[src/rtl/ingress_pkg.sv]
package ingress_pkg;
  localparam int WORD_W     = 16;
  localparam int QW_LANES   = 4;
  localparam int LANE_W     = $clog2(QW_LANES);
  localparam int QW_W       = WORD_W * QW_LANES;
  localparam int BYTES_W    = $clog2(2 * QW_LANES + 1);
  localparam int ADDR_W     = 48;
  localparam int ADDR_WORDS = ADDR_W / WORD_W;
  localparam int HDR_WORDS  = 2 * ADDR_WORDS;
  localparam int SLOT_W     = $clog2(HDR_WORDS + 2);

  // strobes from control to datapath, valid in the cycle a word is accepted
  typedef struct packed {
    logic              accept;
    logic [LANE_W-1:0] lane;
    logic [SLOT_W-1:0] hdrSlot;
    logic              lastWord;
    logic              halfLast;
    logic              markBad;
    logic              loadLookup;
    logic              loadLearn;
  } ingStrobe_t;
endpackage

[src/rtl/ingress_ctl.sv]
module ingress_ctl
  import ingress_pkg::*;
#(
  parameter int CNT_W = 12
) (
  input  logic             clk,
  input  logic             rst_n,
  input  logic             cutThrough,
  input  logic [CNT_W-1:0] ctThreshold,
  input  logic             rxValid,
  input  logic             rxLast,
  input  logic             rxHalf,
  input  logic             rxErr,
  input  logic             rxFcsOk,
  output ingStrobe_t       strobe,
  output logic             lookupValid,
  output logic             enqValid,
  output logic             learnValid,
  output logic             dropValid
);
  logic              inFrame;
  logic [SLOT_W-1:0] wordCnt;
  logic [LANE_W-1:0] lane;
  logic [CNT_W-1:0]  byteCnt;
  logic              errSeen;
  logic              enqDone;
  logic              modeQ;
  logic [CNT_W-1:0]  thrQ;

  logic              firstWord, modeNow, errAny, hdrDone;
  logic [CNT_W-1:0]  thrNow, byteSat;
  logic [CNT_W:0]    byteSum;
  logic              ctHit, goodEnd, enqNow, dropNow, lookNow;

  always_comb begin
    firstWord = rxValid && !inFrame;
    modeNow   = firstWord ? cutThrough : modeQ;
    thrNow    = firstWord ? ctThreshold : thrQ;
    errAny    = errSeen || rxErr;
    hdrDone   = wordCnt >= SLOT_W'(HDR_WORDS - 1);
    byteSum   = {1'b0, byteCnt} + ((rxLast && rxHalf) ? (CNT_W+1)'(1) : (CNT_W+1)'(2));
    byteSat   = byteSum[CNT_W] ? {CNT_W{1'b1}} : byteSum[CNT_W-1:0];
    ctHit     = rxValid && !rxLast && modeNow && !enqDone && !errAny && hdrDone
                && (byteSat >= thrNow);
    goodEnd   = rxValid && rxLast && !errAny && rxFcsOk && hdrDone;
    enqNow    = ctHit || (goodEnd && !enqDone);
    dropNow   = rxValid && rxLast && !enqDone && !goodEnd;
    lookNow   = rxValid && (wordCnt == SLOT_W'(ADDR_WORDS - 1)) && !errAny;

    strobe.accept     = rxValid;
    strobe.lane       = lane;
    strobe.hdrSlot    = wordCnt;
    strobe.lastWord   = rxLast;
    strobe.halfLast   = rxLast && rxHalf;
    strobe.markBad    = rxLast && (errAny || !rxFcsOk);
    strobe.loadLookup = lookNow;
    strobe.loadLearn  = goodEnd;
  end

  always_ff @(posedge clk or negedge rst_n) begin
    if (!rst_n) begin
      inFrame <= 1'b0;
      wordCnt <= '0;
      lane    <= '0;
      byteCnt <= '0;
      errSeen <= 1'b0;
      enqDone <= 1'b0;
      modeQ   <= 1'b0;
      thrQ    <= '0;
    end else if (rxValid) begin
      if (firstWord) begin
        modeQ <= cutThrough;
        thrQ  <= ctThreshold;
      end
      if (rxLast) begin
        inFrame <= 1'b0;
        wordCnt <= '0;
        lane    <= '0;
        byteCnt <= '0;
        errSeen <= 1'b0;
        enqDone <= 1'b0;
      end else begin
        inFrame <= 1'b1;
        if (wordCnt != SLOT_W'(HDR_WORDS)) wordCnt <= wordCnt + 1'b1;
        lane    <= lane + 1'b1;
        byteCnt <= byteSat;
        errSeen <= errAny;
        enqDone <= enqDone || enqNow;
      end
    end
  end

  always_ff @(posedge clk or negedge rst_n) begin
    if (!rst_n) begin
      lookupValid <= 1'b0;
      enqValid    <= 1'b0;
      learnValid  <= 1'b0;
      dropValid   <= 1'b0;
    end else begin
      lookupValid <= lookNow;
      enqValid    <= enqNow;
      learnValid  <= goodEnd;
      dropValid   <= dropNow;
    end
  end

  AST_LOOKUP_SINGLE: assert property (@(posedge clk) disable iff (!rst_n)
    lookupValid |=> !lookupValid);
  AST_ENQ_SINGLE: assert property (@(posedge clk) disable iff (!rst_n)
    enqValid |=> !enqValid);
  AST_ERR_BLOCKS: assert property (@(posedge clk) disable iff (!rst_n)
    (errSeen && !enqDone && rxValid) |=> (!enqValid && !learnValid && !lookupValid));
  AST_ENQ_DROP_EXCL: assert property (@(posedge clk) disable iff (!rst_n)
    enqValid |-> !dropValid);
endmodule

[src/rtl/ingress_dp.sv]
module ingress_dp
  import ingress_pkg::*;
(
  input  logic               clk,
  input  logic               rst_n,
  input  ingStrobe_t         strobe,
  input  logic [WORD_W-1:0]  rxData,
  output logic [ADDR_W-1:0]  lookupDa,
  output logic [ADDR_W-1:0]  learnSa,
  output logic               fifoValid,
  output logic [QW_W-1:0]    fifoData,
  output logic [BYTES_W-1:0] fifoBytes,
  output logic               fifoLast,
  output logic               fifoBad
);
  logic [QW_W-1:0]    qwBuf;
  logic [WORD_W-1:0]  hdrW [HDR_WORDS];
  logic [WORD_W-1:0]  wordIn, lastSaWord;
  logic [QW_W-1:0]    merged;
  logic               emit;
  logic [BYTES_W-1:0] bytesNow;

  always_comb begin
    wordIn = strobe.halfLast ? {8'h00, rxData[7:0]} : rxData;
    merged = qwBuf;
    merged[strobe.lane*WORD_W +: WORD_W] = wordIn;
    emit = strobe.accept && (strobe.lastWord || (strobe.lane == LANE_W'(QW_LANES - 1)));
    bytesNow = BYTES_W'({strobe.lane, 1'b0})
             + (strobe.halfLast ? BYTES_W'(1) : BYTES_W'(2));
    lastSaWord = (strobe.hdrSlot == SLOT_W'(HDR_WORDS - 1)) ? wordIn : hdrW[HDR_WORDS-1];
  end

  always_ff @(posedge clk or negedge rst_n) begin
    if (!rst_n) begin
      qwBuf <= '0;
      for (int i = 0; i < HDR_WORDS; i++) hdrW[i] <= '0;
      lookupDa  <= '0;
      learnSa   <= '0;
      fifoValid <= 1'b0;
      fifoData  <= '0;
      fifoBytes <= '0;
      fifoLast  <= 1'b0;
      fifoBad   <= 1'b0;
    end else begin
      fifoValid <= emit;
      fifoLast  <= emit && strobe.lastWord;
      fifoBad   <= emit && strobe.markBad;
      if (emit) begin
        fifoData  <= merged;
        fifoBytes <= bytesNow;
      end
      if (strobe.accept) begin
        qwBuf <= emit ? '0 : merged;
        if (strobe.hdrSlot < SLOT_W'(HDR_WORDS)) hdrW[strobe.hdrSlot] <= wordIn;
      end
      if (strobe.loadLookup) lookupDa <= {wordIn, hdrW[1], hdrW[0]};
      if (strobe.loadLearn)  learnSa  <= {lastSaWord, hdrW[4], hdrW[3]};
    end
  end

  AST_FULL_MID_FRAME: assert property (@(posedge clk) disable iff (!rst_n)
    (fifoValid && !fifoLast) |-> (fifoBytes == BYTES_W'(2 * QW_LANES)));
  AST_BYTES_RANGE: assert property (@(posedge clk) disable iff (!rst_n)
    fifoValid |-> (fifoBytes != '0 && fifoBytes <= BYTES_W'(2 * QW_LANES)));
  AST_BAD_ONLY_LAST: assert property (@(posedge clk) disable iff (!rst_n)
    fifoBad |-> (fifoValid && fifoLast));
endmodule

[src/rtl/port_ingress_ctrl.sv]
module port_ingress_ctrl
  import ingress_pkg::*;
#(
  parameter int CNT_W = 12
) (
  input  logic               clk,
  input  logic               rst_n,
  input  logic               cutThrough,
  input  logic [CNT_W-1:0]   ctThreshold,
  input  logic               rxValid,
  input  logic [WORD_W-1:0]  rxData,
  input  logic               rxLast,
  input  logic               rxHalf,
  input  logic               rxErr,
  input  logic               rxFcsOk,
  output logic               lookupValid,
  output logic [ADDR_W-1:0]  lookupDa,
  output logic               fifoValid,
  output logic [QW_W-1:0]    fifoData,
  output logic [BYTES_W-1:0] fifoBytes,
  output logic               fifoLast,
  output logic               fifoBad,
  output logic               enqValid,
  output logic               learnValid,
  output logic [ADDR_W-1:0]  learnSa,
  output logic               dropValid
);
  ingStrobe_t strobe;

  ingress_ctl #(.CNT_W(CNT_W)) u_ctl (
    .clk(clk), .rst_n(rst_n), .cutThrough(cutThrough), .ctThreshold(ctThreshold),
    .rxValid(rxValid), .rxLast(rxLast), .rxHalf(rxHalf), .rxErr(rxErr),
    .rxFcsOk(rxFcsOk), .strobe(strobe), .lookupValid(lookupValid),
    .enqValid(enqValid), .learnValid(learnValid), .dropValid(dropValid)
  );

  ingress_dp u_dp (
    .clk(clk), .rst_n(rst_n), .strobe(strobe), .rxData(rxData),
    .lookupDa(lookupDa), .learnSa(learnSa), .fifoValid(fifoValid),
    .fifoData(fifoData), .fifoBytes(fifoBytes), .fifoLast(fifoLast),
    .fifoBad(fifoBad)
  );

  AST_LEARN_CLEAN_END: assert property (@(posedge clk) disable iff (!rst_n)
    learnValid |-> (fifoValid && fifoLast && !fifoBad));
  AST_DROP_AT_END: assert property (@(posedge clk) disable iff (!rst_n)
    dropValid |-> (fifoValid && fifoLast));
endmodule

[config.mk]
export PLATFORM = sky130hd
export DESIGN_NAME = port_ingress_ctrl
export DESIGN_NICKNAME = d
export VERILOG_FILES = /design/src/rtl/ingress_pkg.sv /design/src/rtl/ingress_ctl.sv /design/src/rtl/ingress_dp.sv /design/src/rtl/port_ingress_ctrl.sv
export SDC_FILE = /design/constraint.sdc
export NUM_CORES = 1
export LEC_CHECK = 0
export BUFFER_PORTS_ARGS = -buffer_cell sky130_fd_sc_hd__buf_2
export CORE_ASPECT_RATIO = 1.2
export CORE_MARGIN = 2
export CORE_UTILIZATION = 40
export CTS_BUF_LIST = sky130_fd_sc_hd__clkbuf_8
export DETAILED_ROUTE_END_ITERATION = 16
export PLACE_DENSITY = 0.62
export SLEW_MARGIN = 40
export SYNTH_ARGS = -nofsm -noshare
export SYNTH_HDL_FRONTEND = slang
export SYNTH_HIERARCHICAL = 1
export SYNTH_SLANG_ARGS = --single-unit
[constraint.sdc]
create_clock -name clk -period 3.53 [get_ports clk]
set_input_delay 0.8825 -clock clk [delete_from_list [all_inputs] [get_ports clk]]
set_output_delay 0.8825 -clock clk [all_outputs]
set_load 0.01 [all_outputs]
* Word level (Yosys, flattened, before mapping) *
Index checks and enable logic that the tools add are counted.

storage, ports and cells
  bits of input ports = 36
  flip-flop bits (word level) = 364
  logic and storage cells = 98
  output and inout port bits = 171

operators by class
  mux-type cells = 19
  reduce and logical (&&, ||, !) cells = 36
  equality and inequality tests = 4
  shifts and indexed selects = 2
  $lt $le $gt $ge = 5
  add/sub/neg operators = 5
  bitwise gates (word level) = 1

operator list
  kind                        number
  $bwmux W96                  1
  $bwmux W64                  1
  $mux W64                    1
  $shift A16 B34 Y64 const A  1
  $shiftx A16 B34 Y64         1
  $demux W16 S3               1
  $mux W16                    3
  $mux W12                    3
  $neg A6 Y34                 1
  $logic_and A1 B1 Y1         22
  $add A12 B13 Y13            1
  $ge A12 B12 Y1              1
  $logic_not A1 Y1            6
  $mux W2                     3
  $mux W3                     2
  $logic_or A1 B1 Y1          5
  $add A3 B4 Y4               1
  $ge A4 B4 Y1 const B        1
  $lt A4 B1 Y1 const B        1
  $mux W1                     4
  $not A3 Y4                  1
  $reduce_and A2 Y1           2
  $add A3 B1 Y3 const B       1
  $eq A3 B2 Y1 const B        1
  7 further kinds             7

* Logic depth before layout (Yosys ltp) *
Gate-level depths: netlist of the first run.

  word-level depth = 11
  depth in mapped cells = 16
  mapped depth without buffers = 14

* Cells and area by module *
The synthesis of the first run kept the hierarchy.

modules (own cells, without submodules)
  module       instances  cells an instance  area each (um2)  seq. area each (um2)
  ingress_dp   1          993                12,340.6         7,782.5
  ingress_ctl  1          232                2,267.2          925.9

* Worst setup path after synthesis of the first run *
Ideal clock, no wire load.

  path kind = input -> register
  start = in rxLast
  end = reg u_ctl.enqDone
  path buffers = 2
  setup time = 119 ps
  arrival time = 3,444 ps
  slack = -32 ps
  stages on the path = 15
  required time = 3,411 ps
  path through = clkbuf_1 -> nand2_1 -> ha_1 -> a21o_1 -> and4_1 -> buf_2 -> and3_4 -> xnor2_1 -> nand2_1 -> ha_1 -> a21oi_1 -> o21ai_0 -> a221oi_1 -> a21oi_1 -> o21a_1

between the ends
  cells in the longest elaborated chain, start to end = 10
  elaborated cells on any way between the ends = 20
  classes of those cells = add/sub: 1; order compare: 1; mux: 3; reduce/logical: 15

RTL lines
  what                                                      line                     source
  start, declared                                           port_ingress_ctrl.sv:12  input logic rxLast,
  branches (longest 9 deep; another with $add A12 B13 Y13)  --
  $mux W1 (*)                                               ingress_ctl.sv:75        if (rxLast) begin
  end signal, assigned                                      ingress_ctl.sv:88        enqDone <= enqDone || enqNow;
  end, declared                                             ingress_ctl.sv:26        logic enqDone;

Mark *: on every way between the ends.
A chain may end at the register's enable or synchronous reset.

==> reports/results.ini, run 1 <==
[placed_design]
dp.cells=1864
dp_hpwl_mm=25.3
port_buffers=206
detailedPlace.worstSlack_ns=-0.146
gp_congestion=0.812

[sta]
post-route-min-period_ns=3.11
worstMarginPinSlew_ns=0.890
finalSetupViolCount=0
period_share_pct=88.0
slew_violations=0
skew_ns=0.0412
rsz0062_at_grt=no
finalHoldViolCount=0
finalWorstSetupSlack_ns=0.423
max_freq_mhz=322
relSlewSlack_pct=40.3

[cts]
post-cts-setup-buffer-count=0
hold_buffers=0
numCtsBuffers=56
cts_resized=0
insertion_delay_ns=0.64
ctsLongestPathBuffers=3
cts.clk_slew.worst_paths_ns=0.06
htreeDepth=2
clockRootBuffer=clkbuf_8
cts.sinks=348
cts_tree=yes

[global_routing]
grt_pass1_vias=10453
grt_max_degree=75
track_usage_pct=20.5
overflow=0
grt_antenna_before_repair=2
grt_pass1_wl_mm=59.5

[logic_synthesis]
syn_inst=1225
yosysWarnings=6
synth_ff_type=dfrtp_1
synthArstFlopShare_pct=100
ys_seq_area_share_pct=59.6
ys_ff_latch=348
syn-num-nets=1286
synth_edf_count=0
syn_area_sq_um=14600
synth_area_per_cell_sq_um=11.9
synthDistinctLibCells=61

[setup_path]
worstSetupEndpointType=flip-flop
cp_data_arrival_time_ns=3.61
cpMaxStageDelayCell=nor3b_2
slowest_delay_ns=0.36
rr_startpoint=u_ctl/byteCnt[0]$_DFFE_PN0P_
critPathRequiredTime_ns=4.03
startpoint_type=input pin
reg2reg_slack_ns=0.60
worstSetupPathType=input pin to flip-flop
r2r_end=u_ctl/enqDone$_DFFE_PN0P_
crit_buf_inv=4
cp_max_fo=6
worst_r2r_path_depth=13
crit_chain=buf_2 -> nand2_1 -> inv_1 -> ha_1 -> fa_1 -> nand4_4 -> buf_4 -> nor3b_2 -> nor2_1 -> inv_1 -> ha_1 -> o21ai_0 -> a21oi_1 -> o31ai_1 -> a21oi_1 -> o21a_1
cp_top_family=compound AO/OA/AOI/OAI gates

[power_and_ir_drop]
leakage_nw=8.74
p_per_area_nw_per_um2=621
intPower_w=0.00768
p_total_w=0.0109
p_seq_share_pct=48.2
p_sw_w=0.00318
p_clk_share_pct=32.6
switching_share_pct=29.3
vdd_drop_max_mv=0.304
p_comb_share_pct=19.2

[cells_and_area]
layout_common_cells=348 x dfrtp_1, 205 x buf_2, 143 x mux2_2
drive_above_1_share_pct=33.8
num-nets-final=1515
final_cell_count_no_fill=1967
area_growth_pct=19.7
mostFrequentLayoutCell=dfrtp_1

[min_path]
hp-class=input pin to asynchronous set/reset pin

[route]
drc=0
routed_via_density=5.26
vias=10343
initialDrtViolationCount=673
dr.pass1.iters=7
wire_per_inst_um=19.7
wirelength_mm=38.7
ant_nets=0

[die]
fp.dieW_um=178
fp.dieH_um=213
initial_core_util_pct=40.6
core_area_sq_um=35900
rows=76
die-area_sq_um=38100
boundaryPins=207

[job]
timing.max_cap.violations=0

[status]
status=complete, no violations

## sequential cells by signal, summed over array words and instances, names as in the netlist, 2 cells and up
| name | count |
|---|---|
| u_dp/hdrW | 80 |
| u_ctl/lane | 2 |
| u_dp/fifoBytes | 4 |
| u_dp/qwBuf | 64 |
| u_dp/learnSa | 48 |
| u_ctl/wordCnt | 3 |
| u_dp/lookupDa | 48 |
| u_ctl/byteCnt | 12 |
| u_ctl/thrQ | 12 |
| u_dp/fifoData | 64 |
## cells by family after synthesis
kind of cell | share of synthesized area (%)
DFF | 59.6
and+or+nand+nor | 9.87
AOI/OAI and AO/OA | 11.7
muxes | 12.8
buffers and inverters | 3.54
adders and majority gates | 2.19
xor gates and xnor gates | 0.300
## worst max path at each step
stage / start / to / slack (ns) / cells after the start
after detailed placement: rxLast / u_ctl/enqDone$_DFFE_PN0P_ / -0.15 / 16
after global routing: rxLast / u_ctl/enqDone$_DFFE_PN0P_ / 0.21 / 16
after CTS: rxLast / u_ctl/enqDone$_DFFE_PN0P_ / 0.48 / 16
final: rxLast / u_ctl/enqDone$_DFFE_PN0P_ / 0.42 / 16
after floorplan: rxLast / u_ctl/enqDone$_DFFE_PN0P_ / 0.03 / 14
after global placement: rxLast / u_ctl/enqDone$_DFFE_PN0P_ / -0.02 / 16
## metrics by stage
step	util [%]	setup TNS, ns	hold WS [ns]	instance area, sq um
floorplan	-	0	0.442	14600
global placement	45.4	-0.0283	0.457	16300
detailed placement	45.4	-0.282	0.464	16300
CTS	48.6	0	0.220	17500
global route	48.6	0	0.237	17500
finish	48.6	0	0.234	17500
## synthesized netlist by cell type (24+ instances only)
cell type    n  area [sq um]
nor2_1      85           319
buf_2       38           190
o21ai_0     75           375
dfrtp_1    348          8710
a21oi_1     97           485
inv_1       27           101
mux2_2     143          1610
clkbuf_1    44           165
ha_1        24           300
nor2b_1     45           282
a32oi_1     31           272
nand2_1    102           383
## cell type report
type	count	area (sq um)
diodes	1	2.50
clock buffers	66	908
clock inverters	36	251
fillers	3305	18500
inverters	28	105
multi-input cells	759	5410
flip-flops and latches	348	8710
well taps	468	586
repair buffers	261	1520
## power groups by stage
| stage | Sequential, W | Clock, W | Combinational, W |
|---|---|---|---|
| 3_3_place_gp | 0.00527 | 0 | 0.00206 |
| 2_1_floorplan | 0.00538 | 0 | 0.00108 |
| 3_5_place_dp | 0.00531 | 0 | 0.00211 |
| 4_1_cts | 0.00524 | 0.00366 | 0.00212 |
| 5_1_grt | 0.00535 | 0.00384 | 0.00233 |
| 6_report | 0.00523 | 0.00354 | 0.00208 |
## metal layers
| layer | up-vias | global-route usage [%] | routed length, um |
|---|---|---|---|
| met1 | 5177 | 27.7 | 16800 |
| met5 | - | 0 | 0 |
| met2 | 295 | 32.7 | 18400 |
| met4 | 0 | 7.65 | 1160 |
| li1 | 4785 | - | - |
| met3 | 86 | 3.99 | 2290 |
Power figures use the tool's default switching activity.
==> run 2: changes to the inputs <==
Settings changed: CORE_UTILIZATION 40 to 55, PLACE_DENSITY 0.62 to 0.8.
==> run 2 against run 1 <==
Against the previous run: clock-buffer cell count decreased by 1; cell count is 7.9% lower; clock power decreased by 3%; global-route usage increased by 5.7 points; critical path depth fell by 2; design area down 1.7%; core utilization rose by 17 points; sequential share of layout area up 0.88 points; critical path type unchanged; largest cell class unchanged.
==> reports/results.ini, run 2 (synthesized netlist as in run 1, its figures left out) <==
[status]
status=complete, no violations

[cts]
ctsLongestPathBuffers=3  ; unchanged
clockRootBuffer=clkbuf_8
post-cts-setup-buffer-count=0  ; unchanged
cts.sinks=348  ; unchanged
htreeDepth=2  ; unchanged
cts_tree=yes
cts.clk_slew.worst_paths_ns=0.06  ; about the same
cts_resized=0  ; unchanged
hold_buffers=0  ; unchanged
numCtsBuffers=52  ; -7.1%
insertion_delay_ns=0.58  ; -0.06 ns

[sta]
relSlewSlack_pct=39.0  ; -1.3 points
whs_ns=0.297  ; +0.0632 ns
skew_ns=0.0303  ; -0.0109 ns
rsz0062_at_grt=no
period_share_pct=86.7  ; -1.3 points
finalHoldViolCount=0  ; unchanged
post-route-min-period_ns=3.06  ; -0.0453 ns
finalWorstSetupSlack_ns=0.468  ; +0.0453 ns
worstMarginPinSlew_ns=0.913  ; +0.0232 ns
finalSetupViolCount=0  ; unchanged
max_freq_mhz=327  ; +1.5%
slew_violations=0  ; unchanged

[setup_path]
reg2reg_slack_ns=0.63  ; +0.03 ns
worstSetupEndpointType=flip-flop
worstSetupPathType=input pin to flip-flop
worst_r2r_path_depth=11  ; -2
crit_start=rxLast
startpoint_type=input pin
r2r_end=u_ctl/enqDone$_DFFE_PN0P_
cp_data_arrival_time_ns=3.58  ; -0.03 ns
rr_startpoint=u_ctl/byteCnt[1]$_DFFE_PN0P_
critPathRequiredTime_ns=4.05  ; +0.02 ns
cp_max_fo=5  ; -1

[cells_and_area]
num-nets-final=1497  ; -1.2%
reg_top3=u_dp/hdrW: 80 flops, u_dp/fifoData: 64 flops, u_dp/qwBuf: 64 flops
fin_area_sq_um=17200  ; -1.7%
largest_register_ffs=80  ; unchanged
mostFrequentLayoutCell=dfrtp_1
final_cell_count_no_fill=1811  ; -7.9%
final_core_util_pct=65.6  ; +17 points
largest_register=u_dp/hdrW
layout_common_cells=348 x dfrtp_1, 205 x buf_2, 143 x mux2_2
diodes=0  ; -1
drive_above_1_share_pct=33.1  ; -0.72 points
area_growth_pct=17.6

[placed_design]
port_buffers=206  ; unchanged
gp_congestion=0.863  ; +6.3%
dp_hpwl_mm=23.9  ; -5.7%
dp.cells=1717  ; -7.9%
dpl-instance-area_sq_um=16100  ; -1.5%
detailedPlace.worstSlack_ns=-0.130  ; +0.0164 ns

[route]
dr.pass1.iters=5  ; -2
routed_via_density=5.80  ; +10%
drc=0  ; unchanged
wire_per_inst_um=20.4  ; +3.5%
wirelength_mm=36.9  ; -4.7%
vias=10511  ; +1.6%
ant_nets=0  ; unchanged
initialDrtViolationCount=787  ; +17%

[power_and_ir_drop]
leakage_nw=8.62  ; -1.3%
p_per_area_nw_per_um2=626  ; +0.82%
vdd_drop_max_mv=0.321  ; +5.7%

[global_routing]
grt_antenna_before_repair=0  ; -2
grt_max_degree=84  ; +12%
grt_pass1_wl_mm=57.8  ; -2.9%
grt_use_met1_pct=35.3  ; +7.7 points
grt-busiest-layer=met2
gr-usage-met2_pct=42.1  ; +9.4 points
overflow=0  ; unchanged
grt_pass1_vias=10497  ; +0.42%
grt_use_met3_pct=5.49  ; +1.5 points
track_usage_pct=26.2  ; +5.7 points

[die]
fp.dieW_um=153  ; -14%
fp.dieH_um=183  ; -14%
boundaryPins=207  ; unchanged
die-area_sq_um=27900  ; -27%
core_area_sq_um=26200  ; -27%
initial_core_util_pct=55.8  ; +15 points
rows=65  ; -14%

[min_path]
hp-class=input pin to asynchronous set/reset pin

[job]
timing.max_cap.violations=0  ; unchanged

[run 2: cell count changes in the layout (fill, tap and decap cells not counted), sizes merged]
cell / delta
clkinvlp: +2
clkbuf: -1
diode: -1
inv: -4
clkinv: -5
buf: -14
[run 2: cell type report]
cell class / instances / area [sq um]
flip-flops and latches: 348 / 8710
clock buffers: 65 / 895
well taps: 335 / 419
clock inverters: 29 / 215
multi-input cells: 759 / 5400
inverters: 28 / 105
fillers: 1961 / 9010
repair buffers: 247 / 1440
[run 2: power breakdown]
part	internal (W)	switching [W]
Clock	0.00189	0.00156
Combinational	0.000946	0.00113
Sequential	0.00479	0.000448
Total	0.00762	0.00314
[run 2: through the flow]
step / setup TNS [ns] / total power [W]
floorplan: 0 / 0.00646
global placement: -0.0605 / 0.00727
detailed placement: -0.241 / 0.00739
CTS: 0 / 0.0108
global route: 0 / 0.0113
finish: 0 / 0.0108
[run 2: critical path, cell delays in order]
cell	delay (ns)
buf_2	0.12
nand2_1	0.10
inv_1	0.07
ha_1	0.22
fa_1	0.46
nand4_4	0.15
nand2_1	0.07
mux2_2	0.28
ha_1	0.29
and4_1	0.21
nor4b_1	0.23
o31ai_1	0.14
a21oi_1	0.21
o21a_1	0.13
[run 2: worst max path at each step]
stage	end	slack (ns)
6_report	u_ctl/enqDone$_DFFE_PN0P_	0.47
3_5_place_dp	u_ctl/enqDone$_DFFE_PN0P_	-0.13
3_3_place_gp	u_ctl/enqDone$_DFFE_PN0P_	-0.04
2_1_floorplan	u_ctl/enqDone$_DFFE_PN0P_	0.03
5_1_grt	u_ctl/enqDone$_DFFE_PN0P_	0.30
4_1_cts	u_ctl/enqDone$_DFFE_PN0P_	0.48
[run 2: routing by layer]
metal / part of all wire, % / vias up / wire length (um)
li1: - / 4737 / -
met1: 42 / 5273 / 15500
met2: 48 / 410 / 17600
met3: 6.8 / 91 / 2510
met4: 3.2 / 0 / 1170
met5: 0 / - / 0
